## config.mk

```make
export PLATFORM = sky130hd
export DESIGN_NAME = cal_alarm_irq
export DESIGN_NICKNAME = d
export VERILOG_FILES = /design/src/rtl/alarm_unit_pkg.sv /design/src/rtl/alarm_cmp_set.sv /design/src/rtl/alarm_irq_ctrl.sv /design/src/rtl/cal_alarm_irq.sv
export SDC_FILE = /design/constraint.sdc
export NUM_CORES = 1
export LEC_CHECK = 0
export ABC_AREA = 0
export BUFFER_PORTS_ARGS = -buffer_cell sky130_fd_sc_hd__buf_2
export CAP_MARGIN = 20
export CORE_ASPECT_RATIO = 0.75
export CORE_MARGIN = 10
export CORE_UTILIZATION = 35
export CTS_CLUSTER_SIZE = 40
export DETAILED_ROUTE_END_ITERATION = 16
export PLACE_DENSITY_LB_ADDON = 0.12
export SLEW_MARGIN = 20
export SYNTH_ARGS = -nofsm -noshare
export SYNTH_HDL_FRONTEND = slang
export SYNTH_SLANG_ARGS = --single-unit
```

## constraint.sdc

```tcl
create_clock -name clk_i -period 3.4 [get_ports clk_i]
set_clock_uncertainty 0.15 [all_clocks]
set_input_delay 0.68 -clock clk_i [delete_from_list [all_inputs] [get_ports clk_i]]
set_output_delay 0.68 -clock clk_i [all_outputs]
set_load 0.005 [all_outputs]
```

## src/rtl/alarm_unit_pkg.sv

```systemverilog
package alarm_unit_pkg;
  localparam logic [7:0] STS_OFS  = 8'h44;
  localparam logic [7:0] IEN_OFS  = 8'h48;
  localparam logic [7:0] WAKE_OFS = 8'h7C;
  localparam logic [7:0] PWR_OFS  = 8'h98;

  localparam int unsigned STS_SEC_BIT  = 2;
  localparam int unsigned STS_ALM_BIT  = 6;
  localparam int unsigned STS_ALM2_BIT = 7;
  localparam int unsigned IEN_TMR_BIT  = 2;
  localparam int unsigned IEN_ALM_BIT  = 3;
  localparam int unsigned IEN_ALM2_BIT = 4;
  localparam int unsigned WAKE_BIT     = 1;
  localparam int unsigned PWR_ARM_BIT  = 16;

  typedef struct packed {
    logic alm2;
    logic alm;
    logic sec;
  } flags_t;
endpackage

```

## src/rtl/alarm_cmp_set.sv

```systemverilog
module alarm_cmp_set #(
  parameter int unsigned FIELD_W    = 8,
  parameter int unsigned NUM_FIELDS = 6,
  parameter int unsigned ADDR_W     = 8,
  parameter int unsigned BASE       = 32'h20,
  parameter int unsigned STRIDE     = 4
) (
  input  logic                          clk_i,
  input  logic                          rst_ni,
  input  logic                          we_i,
  input  logic [ADDR_W-1:0]             addr_i,
  input  logic [FIELD_W-1:0]            wdata_i,
  input  logic [NUM_FIELDS*FIELD_W-1:0] now_i,
  output logic                          match_o,
  output logic                          sel_o,
  output logic [FIELD_W-1:0]            rdata_o
);
  logic [NUM_FIELDS-1:0] fsel;
  logic [NUM_FIELDS-1:0] feq;
  logic [FIELD_W-1:0]    fval [NUM_FIELDS];

  for (genvar g = 0; g < NUM_FIELDS; g++) begin : g_field
    assign fsel[g] = (addr_i == ADDR_W'(BASE + g * STRIDE));
    always_ff @(posedge clk_i or negedge rst_ni) begin
      if (!rst_ni)              fval[g] <= '0;
      else if (we_i && fsel[g]) fval[g] <= wdata_i;
    end
    assign feq[g] = (fval[g] == now_i[g*FIELD_W +: FIELD_W]);
  end

  // no wildcard: every field has to agree
  assign match_o = &feq;
  assign sel_o   = |fsel;

  always_comb begin
    rdata_o = '0;
    for (int i = 0; i < NUM_FIELDS; i++)
      if (fsel[i]) rdata_o |= fval[i];
  end
endmodule

```

## src/rtl/alarm_irq_ctrl.sv

```systemverilog
module alarm_irq_ctrl
  import alarm_unit_pkg::*;
#(
  parameter int unsigned ADDR_W = 8,
  parameter int unsigned DATA_W = 32
) (
  input  logic              clk_i,
  input  logic              rst_ni,
  input  logic              tick_i,
  input  logic              match_a_i,
  input  logic              match_b_i,
  input  logic              we_i,
  input  logic [ADDR_W-1:0] addr_i,
  input  logic [DATA_W-1:0] wdata_i,
  output flags_t            sts_o,
  output logic [DATA_W-1:0] rdata_o,
  output logic              timer_irq_o,
  output logic              alarm_irq_o,
  output logic              wake_o,
  output logic              pwr_en_o
);
  flags_t sts_q, sts_d;
  flags_t ien_q;
  logic   wake_q, arm_q, off_q;
  logic   wr_sts, wr_ien, wr_wake, wr_pwr;

  assign wr_sts  = we_i && (addr_i == ADDR_W'(STS_OFS));
  assign wr_ien  = we_i && (addr_i == ADDR_W'(IEN_OFS));
  assign wr_wake = we_i && (addr_i == ADDR_W'(WAKE_OFS));
  assign wr_pwr  = we_i && (addr_i == ADDR_W'(PWR_OFS));

  // clear first, set last: a same-cycle event wins
  always_comb begin
    sts_d = sts_q;
    if (wr_sts) begin
      if (wdata_i[STS_SEC_BIT])  sts_d.sec  = 1'b0;
      if (wdata_i[STS_ALM_BIT])  sts_d.alm  = 1'b0;
      if (wdata_i[STS_ALM2_BIT]) sts_d.alm2 = 1'b0;
    end
    if (tick_i) begin
      sts_d.sec = 1'b1;
      if (match_a_i) sts_d.alm  = 1'b1;
      if (match_b_i) sts_d.alm2 = 1'b1;
    end
  end

  always_ff @(posedge clk_i or negedge rst_ni) begin
    if (!rst_ni) begin
      sts_q  <= '0;
      ien_q  <= '0;
      wake_q <= 1'b0;
      arm_q  <= 1'b0;
      off_q  <= 1'b0;
    end else begin
      sts_q <= sts_d;
      if (wr_ien) ien_q <= '{alm2: wdata_i[IEN_ALM2_BIT], alm: wdata_i[IEN_ALM_BIT],
                             sec: wdata_i[IEN_TMR_BIT]};
      if (wr_wake) wake_q <= wdata_i[WAKE_BIT];
      if (wr_pwr)  arm_q  <= wdata_i[PWR_ARM_BIT];
      if (tick_i && match_b_i && arm_q) off_q <= 1'b1;
    end
  end

  always_comb begin
    rdata_o = '0;
    case (addr_i)
      ADDR_W'(STS_OFS): begin
        rdata_o[STS_SEC_BIT]  = sts_q.sec;
        rdata_o[STS_ALM_BIT]  = sts_q.alm;
        rdata_o[STS_ALM2_BIT] = sts_q.alm2;
      end
      ADDR_W'(IEN_OFS): begin
        rdata_o[IEN_TMR_BIT]  = ien_q.sec;
        rdata_o[IEN_ALM_BIT]  = ien_q.alm;
        rdata_o[IEN_ALM2_BIT] = ien_q.alm2;
      end
      ADDR_W'(WAKE_OFS): rdata_o[WAKE_BIT]    = wake_q;
      ADDR_W'(PWR_OFS):  rdata_o[PWR_ARM_BIT] = arm_q;
      default: ;
    endcase
  end

  assign sts_o       = sts_q;
  assign timer_irq_o = sts_q.sec & ien_q.sec;
  assign alarm_irq_o = (sts_q.alm & ien_q.alm) | (sts_q.alm2 & ien_q.alm2);
  assign wake_o      = sts_q.alm & wake_q;
  assign pwr_en_o    = ~off_q;
endmodule

```

## src/rtl/cal_alarm_irq.sv

```systemverilog
module cal_alarm_irq
  import alarm_unit_pkg::*;
#(
  parameter int unsigned FIELD_W    = 8,
  parameter int unsigned NUM_FIELDS = 6,
  parameter int unsigned ADDR_W     = 8,
  parameter int unsigned DATA_W     = 32,
  parameter int unsigned ALM_BASE   = 32'h20,
  parameter int unsigned ALM2_BASE  = 32'h80,
  parameter int unsigned STRIDE     = 4
) (
  input  logic                          clk_i,
  input  logic                          rst_ni,
  input  logic                          tick_i,
  input  logic [NUM_FIELDS*FIELD_W-1:0] time_i,
  input  logic                          we_i,
  input  logic [ADDR_W-1:0]             addr_i,
  input  logic [DATA_W-1:0]             wdata_i,
  output logic [DATA_W-1:0]             rdata_o,
  output logic                          timer_irq_o,
  output logic                          alarm_irq_o,
  output logic                          wake_o,
  output logic                          pwr_en_o
);
  localparam int unsigned NSETS = 2;
  localparam int unsigned SET_BASE [NSETS] = '{ALM_BASE, ALM2_BASE};

  logic [NSETS-1:0]   match;
  logic [NSETS-1:0]   sel;
  logic [FIELD_W-1:0] set_rd [NSETS];
  logic [DATA_W-1:0]  ctl_rd;
  flags_t             sts;

  for (genvar g = 0; g < NSETS; g++) begin : g_set
    alarm_cmp_set #(
      .FIELD_W(FIELD_W), .NUM_FIELDS(NUM_FIELDS), .ADDR_W(ADDR_W),
      .BASE(SET_BASE[g]), .STRIDE(STRIDE)
    ) i_set (
      .clk_i(clk_i), .rst_ni(rst_ni), .we_i(we_i), .addr_i(addr_i),
      .wdata_i(wdata_i[FIELD_W-1:0]), .now_i(time_i),
      .match_o(match[g]), .sel_o(sel[g]), .rdata_o(set_rd[g])
    );
  end

  alarm_irq_ctrl #(.ADDR_W(ADDR_W), .DATA_W(DATA_W)) i_ctrl (
    .clk_i(clk_i), .rst_ni(rst_ni), .tick_i(tick_i),
    .match_a_i(match[0]), .match_b_i(match[1]),
    .we_i(we_i), .addr_i(addr_i), .wdata_i(wdata_i),
    .sts_o(sts), .rdata_o(ctl_rd),
    .timer_irq_o(timer_irq_o), .alarm_irq_o(alarm_irq_o),
    .wake_o(wake_o), .pwr_en_o(pwr_en_o)
  );

  always_comb begin
    rdata_o = ctl_rd;
    for (int i = 0; i < NSETS; i++)
      if (sel[i]) rdata_o |= DATA_W'(set_rd[i]);
  end
endmodule

```

==> impl_metrics.py <==
metrics = {
    "pwr": {
        "peakVddDrop_v": 0.000204,
        "power_leakage_nw": 3.43,
        "clockPowerShare_pct": 36.6,
        "seqPwrFrac_pct": 49.4,
        "comb_power_share_pct": 14.0,
        "p_switching_mw": 0.811,
        "p_int_mw": 1.97,
        "powerDensity_nw_per_um2": 385,
        "switching_share_pct": 29.1,
    },
    "synthesis": {
        "yosys.area.top_type": "dfrtp_1",
        "syn_area_per_cell_um2": 10.5,
        "yosysWarningCount": 0,
        "ys_seq_elements": 105,
        "synth_area_um2": 6350,
        "synthDistinctLibCells": 58,
        "async_flop_share_pct": 100,
        "ys.flop_type": "dfrtp_1",
        "synth_area_leaders": "dfrtp_1 41%, xor2_1 9.7%, mux2_2 8.5%",
        "synth_cells": 602,
        "ys_seq_area_share_pct": 41.4,
        "synth_edf_count": 0,
        "synth_top_area_share_pct": 41.4,
    },
    "clock_tree": {
        "cts_resized": 0,
        "post_cts_buffers": 0,
        "h-tree-depth": 3,
        "clk_pin_slew_worst_paths_ps": 70,
        "clockBufferDepth": 2,
        "cts_tree": "yes",
        "cts_sinks": 105,
        "clock_latency_ps": 360,
        "root_buffer": "clkbuf_16",
        "cts_inserted_buffers": 9,
        "ctsHoldBuffers": 0,
    },
    "run_status": {
        "outcome": "finished clean",
    },
    "timing": {
        "rsz0062_at_grt": "no",
        "layout_min_cycle_time_ps": 3300,
        "worst_pin_slew_ps": 773,
        "max_freq_ghz": 0.303,
        "hold_violations": 0,
        "final.period_utilization_pct": 97.2,
        "drv_slew": 0,
        "relSlewSlack_pct": 47.1,
        "setup_tns_ps": 0,
        "finalSetupViolations": 0,
    },
    "setup_path": {
        "end_kind": "output port",
        "cpMostUsedCell": "buf_2",
        "cp_cell_sequence": "buf_2, nor4b_2, and2_1, a22o_1, a311oi_1, o211ai_1, buf_2",
        "max_stage_delay_ps": 630,
        "critical-path-slowest-cell": "nor4b_2",
        "worstPathMaxFanout": 9,
        "crit_buf_inv": 2,
        "setup.worst_path.start": "addr_i[5]",
        "cp.arrival_ps": 2470,
        "critical_path_class": "in2out",
        "worst_setup_path_start_kind": "input pin",
        "critical_path_required_ps": 2570,
        "r2r_start": "g_set[1].i_set.fval[2]$_DFFE_PN0P_",
        "rrSetupSlack_ps": 1020,
        "crit_family": "simple AND/OR/NAND/NOR gates",
    },
    "run": {
        "drv_cap": 0,
    },
    "drt": {
        "drt_iter0_drc": 519,
        "routed_wirelength_mm": 25.2,
        "vias": 5100,
        "postRouteAntennaNets": 0,
        "firstDrtPassIters": 5,
        "via_per_inst": 5.48,
        "wl_per_cell_um": 27.1,
        "drc_errors": 0,
    },
    "finish": {
        "final_nets": 776,
        "layout_commonest_cell": "dfrtp_1",
        "fin_area_um2": 7230,
        "drive_gt1_share_pct": 29.3,
        "antennaDiodeCount": 0,
        "area_growth_pct": 13.9,
        "final_cell_mix": "105 x dfrtp_1, 80 x buf_2, 70 x xor2_1, 53 x nand2_1, 48 x mux2_2",
    },
    "worst_hold_path": {
        "hold_class": "in2async",
    },
    "placed_design": {
        "hpwl_mm": 19.7,
        "io_buffers": 81,
        "dpl_cell_area_um2": 6960,
        "gp_congestion": 1.01,
    },
    "die": {
        "row_count": 42,
        "core_area_um2": 17700,
        "pin_count": 128,
        "die_y_um": 137,
        "die_x_um": 176,
        "start_util_pct": 35.8,
        "dieArea_um2": 24000,
    },
    "global_route": {
        "overflow": 0,
        "grt_max_degree": 57,
        "grt_pass1_vias": 5242,
        "grt_pass1_wl_mm": 36.4,
        "grt_usage_pct": 20.9,
        "antenna_found_initial": 0,
    },
}
[flip-flops by register name (all words and copies together), names as in the netlist]
name              flops
g_set.i_set.fval     96
i_ctrl.ien_q          3
i_ctrl.sts_o          3
i_ctrl.arm_q          1
i_ctrl.off_q          1
i_ctrl.wake_q         1
[per-layer routing]
metal | part of all wire [%] | GRT usage [%] | routed length (um)
met3 | 8.8 | 6.61 | 2230
met2 | 42 | 30.2 | 10600
met1 | 47 | 29.2 | 11900
met5 | 0 | 0 | 0
met4 | 1.8 | 5.87 | 457
[power by group through the flow]
stage | clock network (mW) | logic (mW) | registers [mW]
finish | 1.02 | 0.390 | 1.37
floorplan | 0 | 0.222 | 1.37
CTS | 1.03 | 0.385 | 1.37
global route | 1.08 | 0.420 | 1.38
global placement | 0 | 0.381 | 1.39
detailed placement | 0 | 0.383 | 1.40
[Yosys cell counts, types with 3 or more instances]
cell type,instances
nor2_4,3
a22oi_1,22
a221o_1,3
clkbuf_1,14
nand4_1,10
nand2_1,53
a22o_1,8
nor4_1,21
o21ai_0,46
nand3_1,16
mux2_4,16
o22ai_1,3
xnor2_1,17
a222oi_1,7
and2_1,5
buf_4,26
nand2b_1,4
o31ai_1,3
xor2_1,70
dfrtp_1,105
o211ai_1,3
nor2b_1,5
a21oi_1,8
nor3_1,3
buf_6,9
buf_2,9
inv_1,17
o2111ai_1,3
nor2_1,6
mux2_2,48
[metrics by stage]
stage / setup WS, ps / instances / power, mW / hold slack, ps / util [%]
5_1_grt: 18.7 / 931 / 2.88 / 265 / 40.8
3_3_place_gp: 163 / 915 / 1.78 / 288 / 39.3
6_report: 95.8 / 931 / 2.78 / 207 / 40.8
3_5_place_dp: 148 / 915 / 1.78 / 312 / 39.3
4_1_cts: 135 / 931 / 2.79 / 240 / 40.8
2_1_floorplan: 600 / 624 / 1.59 / 234 / -
[kinds of logic after synthesis]
logic type             share of synthesized area (%)
AND/OR/NAND/NOR                                 14.1
AO/OA/AOI/OAI                                   12.4
flip-flops                                      41.4
XOR/XNOR                                        12.0
buffers and inverters                           7.27
multiplexers                                    12.8
other                                         0.0591
[worst reg2reg max path, delay by kind of cell, from the launching register on]
family | cells | cell delay (ps)
AOI/OAI and AO/OA | 1 | 200
xor gates and xnor gates | 1 | 190
DFF | 1 | 410
and+or+nand+nor | 3 | 1360
[final cells by class]
cell class | count | area [um^2]
multi-input cells | 443 | 3340
clock inverters | 5 | 31.3
clock buffers | 11 | 243
flip-flops and latches | 105 | 2630
inverters | 17 | 63.8
well taps | 242 | 303
repair buffers | 108 | 623
fillers | 1798 | 10500
[final timing paths]
path,endpoint,cells past startpoint
setup / recovery,rdata_o[7],7
hold / removal,g_set[1].i_set.fval[11]$_DFFE_PN0P_,1
setup reg to reg,i_ctrl.off_q$_DFFE_PN0P_,5
hold reg to reg,i_ctrl.off_q$_DFFE_PN0P_,2
max in group asynchronous,g_set[1].i_set.fval[36]$_DFFE_PN0P_,2
min in group clk_i,i_ctrl.off_q$_DFFE_PN0P_,2
Note: power is estimated with default switching activity, not from simulation.
